## src/rtl/fn_unit_pkg.sv

```systemverilog
package fn_unit_pkg;
  // Decoded controls produced from the 4-bit operation code.
  typedef struct packed {
    logic       use_shift;  // output mux: 1 picks the shifter path
    logic [1:0] sh_sel;     // shifter: 0 pass, 1 right, 2 left, 3 zero
    logic [3:0] alu_sel;    // ALU: bit 3 = logic group, [2:1] operand, [0] carry-in
  } fn_ctl_t;
endpackage

```

## src/rtl/fn_decode.sv

```systemverilog
module fn_decode
  import fn_unit_pkg::*;
(
  input  logic [3:0] fsel,
  output fn_ctl_t    ctl
);
  always_comb begin
    ctl.use_shift = fsel[3] & fsel[2];
    ctl.sh_sel    = fsel[1:0];
    if (fsel[3]) ctl.alu_sel = {2'b10, fsel[1:0]};
    else         ctl.alu_sel = fsel;
  end
endmodule

```

## src/rtl/fn_alu.sv

```systemverilog
module fn_alu #(
  parameter int WIDTH = 16
) (
  input  logic [WIDTH-1:0] a,
  input  logic [WIDTH-1:0] b,
  input  logic [3:0]       sel,
  output logic [WIDTH-1:0] g,
  output logic             c,
  output logic             v
);
  localparam int MSB = WIDTH - 1;

  logic [WIDTH-1:0] y;
  logic [WIDTH:0]   sum;
  logic [WIDTH-1:0] lg;

  always_comb begin
    unique case (sel[2:1])
      2'd0:    y = '0;
      2'd1:    y = b;
      2'd2:    y = ~b;
      default: y = '1;
    endcase
    sum = {1'b0, a} + {1'b0, y} + {{WIDTH{1'b0}}, sel[0]};
  end

  always_comb begin
    unique case (sel[1:0])
      2'd0:    lg = a & b;
      2'd1:    lg = a | b;
      2'd2:    lg = a ^ b;
      default: lg = ~a;
    endcase
  end

  always_comb begin
    if (sel[3]) begin
      g = lg;
      c = 1'b0;
      v = 1'b0;
    end else begin
      g = sum[WIDTH-1:0];
      c = sum[WIDTH];
      v = (a[MSB] == y[MSB]) && (sum[MSB] != a[MSB]);
    end
  end
endmodule

```

## src/rtl/fn_shift.sv

```systemverilog
module fn_shift #(
  parameter int WIDTH = 16
) (
  input  logic [WIDTH-1:0] b,
  input  logic [1:0]       sel,
  output logic [WIDTH-1:0] h
);
  localparam logic FILL_R = 1'b0;
  localparam logic FILL_L = 1'b0;

  logic [WIDTH-1:0] shr, shl;

  for (genvar i = 0; i < WIDTH; i++) begin : g_bit
    if (i == WIDTH - 1) begin : g_top
      assign shr[i] = FILL_R;
    end else begin : g_mid_r
      assign shr[i] = b[i+1];
    end
    if (i == 0) begin : g_bot
      assign shl[i] = FILL_L;
    end else begin : g_mid_l
      assign shl[i] = b[i-1];
    end
  end

  always_comb begin
    unique case (sel)
      2'd0:    h = b;
      2'd1:    h = shr;
      2'd2:    h = shl;
      default: h = '0;
    endcase
  end
endmodule

```

## src/rtl/fn_unit.sv

```systemverilog
module fn_unit
  import fn_unit_pkg::*;
#(
  parameter int WIDTH = 16
) (
  input  logic [WIDTH-1:0] opnd_a,
  input  logic [WIDTH-1:0] opnd_b,
  input  logic [3:0]       fsel,
  output logic [WIDTH-1:0] result,
  output logic             ovf,
  output logic             cout,
  output logic             neg,
  output logic             zero
);
  fn_ctl_t          ctl;
  logic [WIDTH-1:0] g_res, h_res;
  logic             g_c, g_v;

  fn_decode u_dec (.fsel(fsel), .ctl(ctl));

  fn_alu #(.WIDTH(WIDTH)) u_alu (
    .a(opnd_a), .b(opnd_b), .sel(ctl.alu_sel), .g(g_res), .c(g_c), .v(g_v)
  );

  fn_shift #(.WIDTH(WIDTH)) u_shf (
    .b(opnd_b), .sel(ctl.sh_sel), .h(h_res)
  );

  always_comb begin
    if (ctl.use_shift) begin
      result = h_res;
      cout   = 1'b0;
      ovf    = 1'b0;
    end else begin
      result = g_res;
      cout   = g_c;
      ovf    = g_v;
    end
    neg  = result[WIDTH-1];
    zero = ~|result;
  end
endmodule

```

## config.mk

```make
export PLATFORM = sky130hd
export DESIGN_NAME = fn_unit
export DESIGN_NICKNAME = d
export VERILOG_FILES = /design/src/rtl/fn_unit_pkg.sv /design/src/rtl/fn_decode.sv /design/src/rtl/fn_alu.sv /design/src/rtl/fn_shift.sv /design/src/rtl/fn_unit.sv
export SDC_FILE = /design/constraint.sdc
export NUM_CORES = 1
export LEC_CHECK = 0
export BUFFER_PORTS_ARGS = -buffer_cell sky130_fd_sc_hd__buf_2
export CAP_MARGIN = 10
export CORE_MARGIN = 1.5
export CORE_UTILIZATION = 63
export DETAILED_ROUTE_END_ITERATION = 8
export PLACE_DENSITY = 0.91
export RECOVER_POWER = 25
export SYNTH_ARGS = -nofsm -noshare
export SYNTH_HDL_FRONTEND = slang
export SYNTH_SLANG_ARGS = --single-unit
```

## constraint.sdc

```tcl
create_clock -name vclk -period 12.4
set_input_delay 2.48 -clock vclk [all_inputs]
set_output_delay 2.48 -clock vclk [all_outputs]
set_load 0.01 [all_outputs]
```

==> out/qor.txt <==
Outcome: finished, final reports clean
Iteration-0 DRC Markers: 184
Leak pwr: 1.404 nW
CP max FO: 32
Rel. slew slack: 13.85%
Drt total wl: 6472 um
Detail Placement HPWL: 4980 um
Number of buffers added on ports: 56
Final setup TNS: 0 ns
Total track usage: 29.46%
Area Overhead vs Synth: 9.901%
Final antenna-violating net count: 0
GP Congestion: 0.9234
Largest net degree at the start of global routing: 57
DIE AREA: 4401 sq um
Power Dens Cells: 46.64 nW/um^2
Yosys warns: 0
Register area: 0 sq um
Buf/Inv on CP: 3
Max-Cap Viols: 0
Final setup fails: 0
# rows: 22
Resized cells post-CTS: 0
Clock buffer count: 0
CP max stage delay: 0.92 ns
Starting density of the core: 67.51%
Crit path top cell by count: o21ai_0
IO Pins: 56
Slowest CP cell: clkbuf_1
Kind of start point of the critical path: primary input
Maximum vdd drop: 0.03160 mV
Final net count: 480
Number of cells on the critical path: 15
Worst Hold Class: primary input to primary output
Via count: 2793
Syn_nets: 442
Worst Path Required: 9.92 ns
Final Hold Vio Count: 0
Total congestion overflow: 0
Syn Inst Count: 357
First-pass GRT wire length: 10630 um
Total Power: 0.1295 mW
Tcrit/Tclk final: 82.54%
Sequential-to-total area share from yosys stat: 0%
CP top delay family: buffers and inverters
Via/cell ratio: 6.333
Initial antenna violation count: 0
Post-synthesis instance area: 2527 sq um
Core Box Area: 3744 sq um
Antenna cells: 0
Die height: 66.34 um
Most frequent cells in the layout: inv_1, buf_2, o21ai_0
Drt pass-1 iters: 5
Worst Tran Pin Value: 1.292 ns
FFs & Latches: 0
# DRC: 0
Fin. max-slew vios: 0
Fin crit period: 10.23 ns
Hold buffers post-CTS: 0
Routed length per placed instance: 14.68 um
Post-CTS Setup Inserts: 0
Critical-path cell list: clkbuf_1, inv_1, nand2_1, o21ai_0, fa_1, fa_1, a21o_1, a221oi_2, o21ai_0, a31oi_1, xnor2_1, o21ai_0, or4_4, nor3b_2, buf_2
Layout cells sized above 1: 17.30%
Hold_ws: 5.461 ns
Unrepaired setup endpoints after global routing: false
Maximum clock frequency: 97.71 MHz
Worst setup EP type: primary output
Unique masters post-synth: 58
Hold Crit Depth: 5
DIE WIDTH: 66.34 um
Crit Path Class: primary input to primary output
Syn Area/Cell: 7.080 sq um
Arrival time at the worst endpoint: 7.75 ns
Number of global-route vias before repair: 2436
==> synthesized netlist by cell type, drive strengths merged, types with 2 or more instances <==
cell | count | area (sq um)
inv | 51 | 191.4
o21ai | 48 | 240.2
ha | 47 | 588.1
nand2 | 35 | 131.4
a21oi | 15 | 78.83
mux2i | 15 | 150.1
buf | 12 | 61.30
clkbuf | 10 | 37.54
nor2 | 10 | 37.54
o211ai | 9 | 72.57
o221ai | 8 | 70.07
mux4 | 7 | 157.7
nand3 | 7 | 35.03
nor3 | 6 | 30.03
o22ai | 6 | 37.54
a21o | 5 | 37.54
o21a | 5 | 37.54
o31ai | 5 | 37.54
xnor2 | 5 | 43.79
o311ai | 4 | 35.04
a21boi | 3 | 22.52
a221oi | 3 | 32.53
and3 | 3 | 18.77
nor3b | 3 | 27.52
or3 | 3 | 23.77
xor2 | 3 | 26.28
a22oi | 2 | 15.01
a31oi | 2 | 12.51
fa | 2 | 40.04
mux2 | 2 | 22.52
nand2b | 2 | 12.51
o22a | 2 | 17.52
==> stage by stage <==
step	area (sq um)	cells	util, %	worst slack [ns]
after floorplan	2527	357	-	3.800
after global placement	2784	441	74.37	3.109
after detailed placement	2784	441	74.37	2.987
after CTS	2784	441	74.37	2.988
after global routing	2778	441	74.20	1.730
final	2778	441	74.20	2.165
==> final timing paths <==
| kind | startpoint | slack (ns) | to |
|---|---|---|---|
| worst max-delay path | fsel[3] | 2.17 | zero |
| worst min-delay path | opnd_a[15] | 5.46 | ovf |
==> logic make-up (layout without fill, tap and decap cells) <==
family	count (synthesis)	in the layout	share of synthesized area (%)
AND/OR/NAND/NOR	76	76	14.75
XOR/XNOR	8	8	2.772
multiplexers	24	24	13.07
AO/OA/AOI/OAI	127	127	33.07
adder cells (fa/ha/maj)	49	49	24.85
buffers and inverters	73	109	11.48
==> layout make-up <==
class	instances	area, sq um
Inverter	51	191.4
Timing Repair Buffer	58	289.0
Multi-Input combinational cell	284	2237
Tap cell	48	60.06
Fill cell	318	965.9
==> metal layers <==
metal	vias up	part of all wire [%]	wire (um)	global-route usage, %
li1	1382	-	-	-
met1	1319	45	2940	39.26
met2	90	49	3202	54.00
met3	2	4.7	303	0.5111
met4	0	0.39	25	3.827
met5	-	0	0	0
==> power breakdown <==
part / leakage, nW / switching (mW) / internal [mW]
Sequential: 0 / 0 / 0
Combinational: 1.40 / 0.0755 / 0.0540
Clock: 0 / 0 / 0
Total: 1.40 / 0.0755 / 0.0540
Power figures use the tool's default switching activity.
